<file path="src/rtl/pwr_sleep_pkg.sv">
package pwr_sleep_pkg;

  typedef enum logic [1:0] {
    ST_RUN    = 2'd0,
    ST_SLEEP  = 2'd1,
    ST_SETTLE = 2'd2
  } pwr_state_e;

  // Number of stalled cycles with the oscillator running, for a settle code.
  function automatic int unsigned stall_len(input int unsigned settle_code);
    return settle_code + 1;
  endfunction

endpackage

</file>
<file path="src/rtl/pwr_wake_sync.sv">
module pwr_wake_sync #(
  parameter int N_IRQ = 8
) (
  input  logic             clk,
  input  logic             rst_n,
  input  logic [N_IRQ-1:0] flags_async,
  input  logic [N_IRQ-1:0] en,
  output logic             armed_o
);
  logic [N_IRQ-1:0] meta_q;
  logic [N_IRQ-1:0] sync_q;

  for (genvar i = 0; i < N_IRQ; i++) begin : g_bit
    always_ff @(posedge clk or negedge rst_n) begin
      if (!rst_n) begin
        meta_q[i] <= 1'b0;
        sync_q[i] <= 1'b0;
      end else begin
        meta_q[i] <= flags_async[i];
        sync_q[i] <= meta_q[i];
      end
    end
  end

  assign armed_o = |(sync_q & en);
endmodule

</file>
<file path="src/rtl/pwr_settle_timer.sv">
module pwr_settle_timer #(
  parameter int SETTLE_W = 8
) (
  input  logic                clk,
  input  logic                rst_n,
  input  logic                load,
  input  logic [SETTLE_W-1:0] load_val,
  input  logic                run,
  output logic                expired_o
);
  logic [SETTLE_W-1:0] cnt_q;

  always_ff @(posedge clk or negedge rst_n) begin
    if (!rst_n) begin
      cnt_q <= '0;
    end else if (load) begin
      cnt_q <= load_val;
    end else if (run && (cnt_q != '0)) begin
      cnt_q <= cnt_q - 1'b1;
    end
  end

  assign expired_o = (cnt_q == '0);
endmodule

</file>
<file path="src/rtl/pwr_status_bits.sv">
module pwr_status_bits (
  input  logic clk,
  input  logic rst_n,
  input  logic sleep_entry,
  input  logic wdt_event,
  output logic pd_o,
  output logic to_o
);
  always_ff @(posedge clk or negedge rst_n) begin
    if (!rst_n) begin
      pd_o <= 1'b1;
      to_o <= 1'b1;
    end else if (wdt_event) begin
      to_o <= 1'b0;
    end else if (sleep_entry) begin
      pd_o <= 1'b0;
      to_o <= 1'b1;
    end
  end
endmodule

</file>
<file path="src/rtl/pwr_sleep_ctrl.sv">
module pwr_sleep_ctrl
  import pwr_sleep_pkg::*;
#(
  parameter int N_IRQ    = 8,
  parameter int SETTLE_W = 8
) (
  input  logic                clk,
  input  logic                rst_n,
  input  logic                sleep_req,
  input  logic                ext_rst,
  input  logic                wdt_timeout,
  input  logic [N_IRQ-1:0]    irq_flags,
  input  logic [N_IRQ-1:0]    irq_en,
  input  logic                gie,
  input  logic [SETTLE_W-1:0] osc_settle,
  output logic                osc_en,
  output logic                core_stall,
  output logic                wdt_clr,
  output logic                resume,
  output logic                vector_req,
  output logic                reset_req,
  output logic                pd_bit,
  output logic                to_bit
);
  pwr_state_e state_q, state_d;
  logic armed, settle_expired;
  logic in_run, in_sleep, in_settle;
  logic wake_irq_q, resume_q, vec_arm_q, vector_q, reset_req_q;

  // Named internal events
  logic ev_enter_sleep, ev_cancel, ev_wdt_wake, ev_wdt_reset;
  logic ev_irq_wake, ev_ext_reset, ev_release, ev_wdt_event;

  pwr_wake_sync #(.N_IRQ(N_IRQ)) u_sync (
    .clk(clk), .rst_n(rst_n), .flags_async(irq_flags), .en(irq_en), .armed_o(armed)
  );

  assign in_run    = (state_q == ST_RUN);
  assign in_sleep  = (state_q == ST_SLEEP);
  assign in_settle = (state_q == ST_SETTLE);

  assign ev_ext_reset   = ext_rst;
  assign ev_wdt_event   = wdt_timeout & ~ext_rst;
  assign ev_wdt_wake    = in_sleep & ev_wdt_event;
  assign ev_wdt_reset   = ~in_sleep & ev_wdt_event;
  assign ev_irq_wake    = in_sleep & armed & ~ext_rst & ~wdt_timeout;
  assign ev_cancel      = in_run & sleep_req & armed & ~ext_rst & ~wdt_timeout;
  assign ev_enter_sleep = in_run & sleep_req & ~armed & ~ext_rst & ~wdt_timeout;
  assign ev_release     = in_settle & settle_expired & ~ext_rst & ~wdt_timeout;

  pwr_settle_timer #(.SETTLE_W(SETTLE_W)) u_timer (
    .clk(clk), .rst_n(rst_n),
    .load(ev_wdt_wake | ev_irq_wake), .load_val(osc_settle),
    .run(in_settle), .expired_o(settle_expired)
  );

  pwr_status_bits u_status (
    .clk(clk), .rst_n(rst_n),
    .sleep_entry(ev_enter_sleep), .wdt_event(ev_wdt_event),
    .pd_o(pd_bit), .to_o(to_bit)
  );

  always_comb begin
    state_d = state_q;
    if (ev_ext_reset || ev_wdt_reset) state_d = ST_RUN;
    else if (ev_enter_sleep)          state_d = ST_SLEEP;
    else if (ev_wdt_wake || ev_irq_wake) state_d = ST_SETTLE;
    else if (ev_release)              state_d = ST_RUN;
  end

  always_ff @(posedge clk or negedge rst_n) begin
    if (!rst_n) begin
      state_q     <= ST_RUN;
      wake_irq_q  <= 1'b0;
      resume_q    <= 1'b0;
      vec_arm_q   <= 1'b0;
      vector_q    <= 1'b0;
      reset_req_q <= 1'b0;
    end else begin
      state_q     <= state_d;
      if (ev_irq_wake)      wake_irq_q <= 1'b1;
      else if (ev_wdt_wake) wake_irq_q <= 1'b0;
      resume_q    <= ev_release;
      vec_arm_q   <= ev_release & wake_irq_q & gie;
      vector_q    <= vec_arm_q & ~ext_rst;
      reset_req_q <= ev_ext_reset | ev_wdt_reset;
    end
  end

  assign osc_en     = ~in_sleep;
  assign core_stall = ~in_run;
  assign wdt_clr    = ev_enter_sleep;
  assign resume     = resume_q;
  assign vector_req = vector_q;
  assign reset_req  = reset_req_q;
endmodule

</file>
<file path="config.mk">
export PLATFORM = sky130hd
export DESIGN_NAME = pwr_sleep_ctrl
export DESIGN_NICKNAME = d
export VERILOG_FILES = /design/src/rtl/pwr_sleep_pkg.sv /design/src/rtl/pwr_wake_sync.sv /design/src/rtl/pwr_settle_timer.sv /design/src/rtl/pwr_status_bits.sv /design/src/rtl/pwr_sleep_ctrl.sv
export SDC_FILE = /design/constraint.sdc
export NUM_CORES = 1
export LEC_CHECK = 0
export ABC_CLOCK_PERIOD_IN_PS = 1700
export BUFFER_PORTS_ARGS = -buffer_cell sky130_fd_sc_hd__clkbuf_2
export CORE_MARGIN = 5
export CORE_UTILIZATION = 45
export CTS_BUF_LIST = sky130_fd_sc_hd__clkbuf_8 sky130_fd_sc_hd__clkbuf_16
export DETAILED_ROUTE_END_ITERATION = 8
export GPL_TIMING_DRIVEN = 0
export PLACE_DENSITY_LB_ADDON = 0.25
export SYNTH_ARGS = -nofsm -noshare
export SYNTH_HDL_FRONTEND = slang
export SYNTH_HIERARCHICAL = 1
export SYNTH_SLANG_ARGS = --single-unit
export TNS_END_PERCENT = 1
</file>
<file path="constraint.sdc">
create_clock -name clk -period 1.7 [get_ports clk]
set_clock_uncertainty 0.05 [all_clocks]
set_input_delay 0.425 -clock clk [delete_from_list [all_inputs] [get_ports clk]]
set_output_delay 0.425 -clock clk [all_outputs]
set_load 0.02 [all_outputs]
</file>
# Yosys cells after proc, flatten, opt, wreduce, memory -nomap -nowiden

Cells that the tools add are included.
Widths: inputs -> output; s select.

Logic and storage cells: 75
Input bits: 30
Register bits: 33
Output and inout port bits: 8

Equal/unequal tests: 2
Multiplexer cells: 10
Add/sub/neg operators: 1
Bitwise operators: 25
Reductions and logical operators: 12

Operator list:

| kind                | count |
|---|---|
| $and 1x1->1         | 16 |
| $mux 8              | 2 |
| $and 8x8->8         | 1 |
| $logic_not 8->1     | 1 |
| $mux 2              | 4 |
| $reduce_bool 8->1   | 1 |
| $reduce_or 8->1     | 1 |
| $sub 8x1->8 const B | 1 |
| $not 1->1           | 6 |
| $reduce_bool 2->1   | 3 |
| $mux 1              | 4 |
| $reduce_bool 4->1   | 1 |
| $eq 2x1->1 const B  | 1 |
| $eq 2x2->1 const B  | 1 |
| $logic_not 2->1     | 1 |
| $logic_or 1x1->1    | 2 |
| $or 1x1->1          | 2 |
| $reduce_and 2->1    | 1 |
| $logic_and 1x1->1   | 1 |

# Logic depth before layout (Yosys ltp)

Word-level depth: 9
Gate-level depth with buffers: 7
Gate-level depth less buffers: 7

# Cells and area by module

Netlist, hierarchy kept.

Modules (own cells, without submodules):

| module           | instances | area an instance (um^2) | cells an instance | sequential area each (um^2) |
|---|---|---|---|---|
| pwr_settle_timer | 1         | 528.0                   | 58                | 200.2 |
| pwr_wake_sync    | 1         | 436.7                   | 21                | 400.4 |
| pwr_sleep_ctrl   | 1         | 321.6                   | 28                | 175.2 |
| pwr_status_bits  | 1         | 71.3                    | 6                 | 52.6 |

# Worst setup path after synthesis

No wires, ideal clock.

Path kind: register to register
From: reg state_q[1]
To: reg u_timer.cnt_q[7]
Required time: 1.524 ns
Setup slack: -0.189 ns
Cell stages (with the launch flop): 6
Arrival time: 1.713 ns
Library setup time: 0.126 ns
Clock period less this slack: 1.889 ns
Path buffers: 0
Cell sequence: dfrtp_1 inv_1 nor2_1 or3b_1 o311a_1 a221o_1

Elaborated cells between the ends (all ways): 10
Classes of those cells: 2 x eq/ne; 1 x mux; 5 x bitwise; 2 x reduce/logical

RTL lines:

| item                               | line                   | source |
|---|---|---|
| start: declaration                 | pwr_sleep_ctrl.sv:25   | `pwr_state_e state_q, state_d;` |
| start signal: assignment           | pwr_sleep_ctrl.sv:80   | `state_q <= state_d;` |
| $eq 2x2->1                         | pwr_sleep_ctrl.sv:40   | `assign in_settle = (state_q == ST_SETTLE);` |
| net in_settle                      | pwr_sleep_ctrl.sv:27   | `logic in_run, in_sleep, in_settle;` |
| $logic_and 1x1->1                  | pwr_settle_timer.sv:18 | `end else if (run && (cnt_q != '0)) begin` |
| $reduce_bool 2->1 (no source line) | --                     |  |
| end signal: assignment             | pwr_settle_timer.sv:17 | `cnt_q <= load_val;` |
| end signal: assignment             | pwr_settle_timer.sv:19 | `cnt_q <= cnt_q - 1'b1;` |
| end: declaration                   | pwr_settle_timer.sv:11 | `logic [SETTLE_W-1:0] cnt_q;` |

The timed path passes the listed nets, and every way through them passes these cells.
A chain may end at the register's enable or synchronous reset.

# Worst setup path in the final report

From: reg u_sync.sync_q[4]
To: out wdt_clr

Word-level cells in the longest chain between the ends: 6

Ends and longest elaborated chain:

| item                             | line                 | source |
|---|---|---|
| start: declaration               | pwr_wake_sync.sv:11  | `logic [N_IRQ-1:0] sync_q;` |
| start signal: indexed assignment | pwr_wake_sync.sv:20  | `sync_q[i] <= meta_q[i];` |
| $and 8x8->8                      | pwr_wake_sync.sv:25  | `assign armed_o = \|(sync_q & en);` |
| $reduce_or 8->1                  | pwr_wake_sync.sv:25  |  |
| net armed                        | pwr_sleep_ctrl.sv:26 | `logic armed, settle_expired;` |
| $not 1->1                        | pwr_sleep_ctrl.sv:48 | `assign ev_enter_sleep = in_run & sleep_req & ~armed & ~ext_rst & ~wdt_timeout;` |
| $and 1x1->1 (3 in a row)         | pwr_sleep_ctrl.sv:48 |  |
| end: declaration                 | pwr_sleep_ctrl.sv:18 | `output logic wdt_clr,` |

The timed path passes the listed nets, and every way through them passes these cells.

==> run metrics <==
Yosys warnings=6; Port Buffers=37; Die H=64.93 microns; synthesized area=0.001358 sq mm; Max VDD drop=706.3 uV; min Tclk post-route=1.976 ns; worst path required time=1.22 ns; Ant. Diodes=0; fmax=506.1 MHz; Post-synth EDFFs=0; PnR worst setup slack=-0.2759 ns; final slew viol count=0; Final Setup Violations=8; Mean Syn Cell Area=12.01 sq um; MaxCap Viol Count=0; CTS root buf=clkbuf_8; clk slew on worst S/H paths=0.07 ns; status=complete, but fails checks; Tcrit/Tclk final=116.2%; first-pass iteration count of the detailed router=4; Main synth FF type=dfrtp_1; RSZ-0062 raised after global routing=true; number of global-route vias before repair=1151; fin util=61.09%; clk buf depth=2; leading area contributor after synthesis=dfrtp_1; Die Wd=64.93 microns; Post-route DRC=0; cts hold-fix bufs=0; Tot GR Track Use=15.60%; Seq cells post-synth=33; Final GP Congestion=0.7847; end point of the critical path=wdt_clr; post-DP HPWL=2.068 mm; worst slew pin tran=0.7775 ns; DP Area=0.001600 sq mm; Fin. Hold Viols=0; share of layout cells above drive strength 1=49.38%; Post-Synthesis Cells=113; sequential area share after synthesis=61.01%; Clock Sinks=33; cell area after layout=0.001819 sq mm; Detailed Route WL=2.890 mm; worst setup path startpoint=u_sync/sync_q[4]$_DFF_PN0_; LEAKAGE=0.8159 nW; kind of critical path=register to output port; Worst-Skew Late Latency=0.28 ns; ys async rst share=100.0%; global-route wire length before repair=4.988 mm; TritonCTS Buffers=5; Critical Path Sink Type=output port; min-delay worst type=input port to asynchronous set/reset pin; H-tree depth=2; vias per inst=5.554; Layout Area Growth over Synthesis=34.01%; post-synth net total=145; Critical Path Start Type=register; nets=191; 1st-iter DRT viols=77; reg2reg end=u_timer/cnt_q[3]$_DFFE_PN0P_; I/O pin total=38; reg2reg setup slack=-0.25 ns; Initial Util=45.59%; WL per Instance=14.97 microns; area share of the largest cell type after synthesis=57.14%; total die area=0.004215 sq mm; core area=0.002978 sq mm; Antenna Nets Post-Route=0; worst-path fanout max=2; antenna violations before repair=0; PwrDens=1139 mW/mm^2; CP arrival=1.50 ns; worst r2r src=u_sync/sync_q[4]$_DFF_PN0_; largest net degree at the start of global routing=34; GR Overflow Total=0; # rows=20; Slew Limit Headroom=48.17%; R2R cell count=6; failing checks=setup timing; CTS tree=built; Distinct cells, synth=43; total number of vias=1072; Synth area leaders=dfrtp_1 57%, dfstp_2 3.9%, a21oi_1 2.6%, a22oi_1 2.2%, nor2_1 2.2%
-- cells by family (layout without fill, tap and decap cells) --
logic type,after synthesis,after routing,share of synthesized area (%)
AND/OR/NAND/NOR,39,39,17.42
AO/OA/AOI/OAI,31,31,17.42
adder cells (fa/ha/maj),2,2,1.843
flip-flops,33,33,61.01
buffers and inverters,8,55,2.303
-- through the flow --
| stage | hold slack (ns) | setup WS (ns) | instances | power [W] | setup TNS, ns |
|---|---|---|---|---|---|
| after floorplan | 0.07941 | -0.08046 | 113 | 0.001185 | -0.2300 |
| after global placement | 0.2828 | -0.3015 | 183 | 0.001276 | -2.262 |
| after detailed placement | 0.2847 | -0.3949 | 183 | 0.001308 | -3.042 |
| after CTS | 0.1843 | -0.2661 | 193 | 0.002070 | -1.065 |
| after global routing | 0.1832 | -0.3079 | 193 | 0.002200 | -1.579 |
| final | 0.1526 | -0.2759 | 193 | 0.002072 | -1.021 |
-- cell type report --
type | instances | area [sq um]
buffer | 2 | 26.28
clock buffer | 5 | 68.82
clock inverter | 3 | 46.29
fill | 245 | 1159
inverter | 6 | 28.78
multi-input combinational | 72 | 565.5
sequential | 33 | 832.0
tap | 33 | 41.29
timing repair buffer | 39 | 210.2
-- report_power, final --
| group | total, W | switching [W] | leakage [nW] | internal (W) |
|---|---|---|---|---|
| clock network | 0.000729 | 0.000291 | 0.0543 | 0.000438 |
| logic | 0.000354 | 0.000169 | 0.373 | 0.000186 |
| registers | 0.000988 | 0.000107 | 0.389 | 0.000882 |
| total | 0.00207 | 0.000566 | 0.816 | 0.00151 |
-- layout by cell type (no fill, tap or decap), drive strengths merged, types with 2 or more instances in the layout --
| master | n |
|---|---|
| o21ai | 2 |
| nand4 | 3 |
| dfrtp | 31 |
| a221o | 2 |
| a31oi | 2 |
| nand2 | 3 |
| and3 | 2 |
| buf | 6 |
| a2111oi | 2 |
| inv | 5 |
| or4 | 3 |
| nor3 | 5 |
| and2b | 2 |
| clkbuf | 40 |
| nor3b | 4 |
| a211o | 2 |
| nand3 | 2 |
| a21oi | 7 |
| ha | 2 |
| or3b | 2 |
| a22oi | 4 |
| clkinvlp | 2 |
| dfstp | 2 |
| nor2 | 8 |
-- routing by layer --
metal  global-route usage (%)  vias to the layer above  routed length (microns)
met5                        0                        -                        0
met4                    6.596                        0                       59
met3                    6.932                        8                      200
met2                    25.16                       30                     1410
met1                    17.90                      515                     1219
li1                         -                      519                        -
-- synthesized netlist by cell type, types with 2 or more instances --
library cell / instances
dfstp_2: 2
and2b_2: 2
o21ai_0: 2
nand4_1: 3
nand3_1: 2
a22oi_1: 4
and3_1: 2
nor3b_1: 3
nor3_1: 5
a21oi_1: 7
dfrtp_1: 31
nor2_1: 8
a31oi_1: 2
ha_1: 2
a221o_1: 2
nand2_1: 3
or4_1: 3
inv_1: 5
-- how the worst min path moves through the flow --
stage | startpoint | to | slack, ns | depth (start not counted)
global placement | u_sync/meta_q[6]$_DFF_PN0_ | u_sync/sync_q[6]$_DFF_PN0_ | 0.28 | 0
CTS | rst_n | vector_req$_DFF_PN0_ | 0.18 | 1
global route | irq_flags[4] | u_sync/meta_q[4]$_DFF_PN0_ | 0.18 | 1
floorplan | rst_n | reset_req$_DFF_PN0_ | 0.08 | 0
finish | rst_n | resume$_DFF_PN0_ | 0.15 | 1
detailed placement | u_sync/meta_q[1]$_DFF_PN0_ | u_sync/sync_q[1]$_DFF_PN0_ | 0.28 | 0
-- sequential cells by signal, indices dropped and copies added, names as in the netlist --
register,cells
u_sync/sync_q,8
state_q,2
reset_req,1
wake_irq_q,1
vector_req,1
resume,1
u_status/to_o,1
u_sync/meta_q,8
u_status/pd_o,1
vec_arm_q,1
u_timer/cnt_q,8
-- repair_timing --
| action | in CTS | in global routing |
|---|---|---|
| setup buffers | 2 | 0 |
| gates resized for setup | 17 | 10 |
| endpoints found under the setup margin | 13 | 12 |
| pin swaps | 4 | 3 |
-- worst max-delay path, stage by stage, from the launching register on --
cell,delay (ns)
dfrtp_1,0.37
a22oi_1,0.19
nand4_1,0.18
and4b_2,0.36
buf_8,0.12
Power figures use the tool's default switching activity.
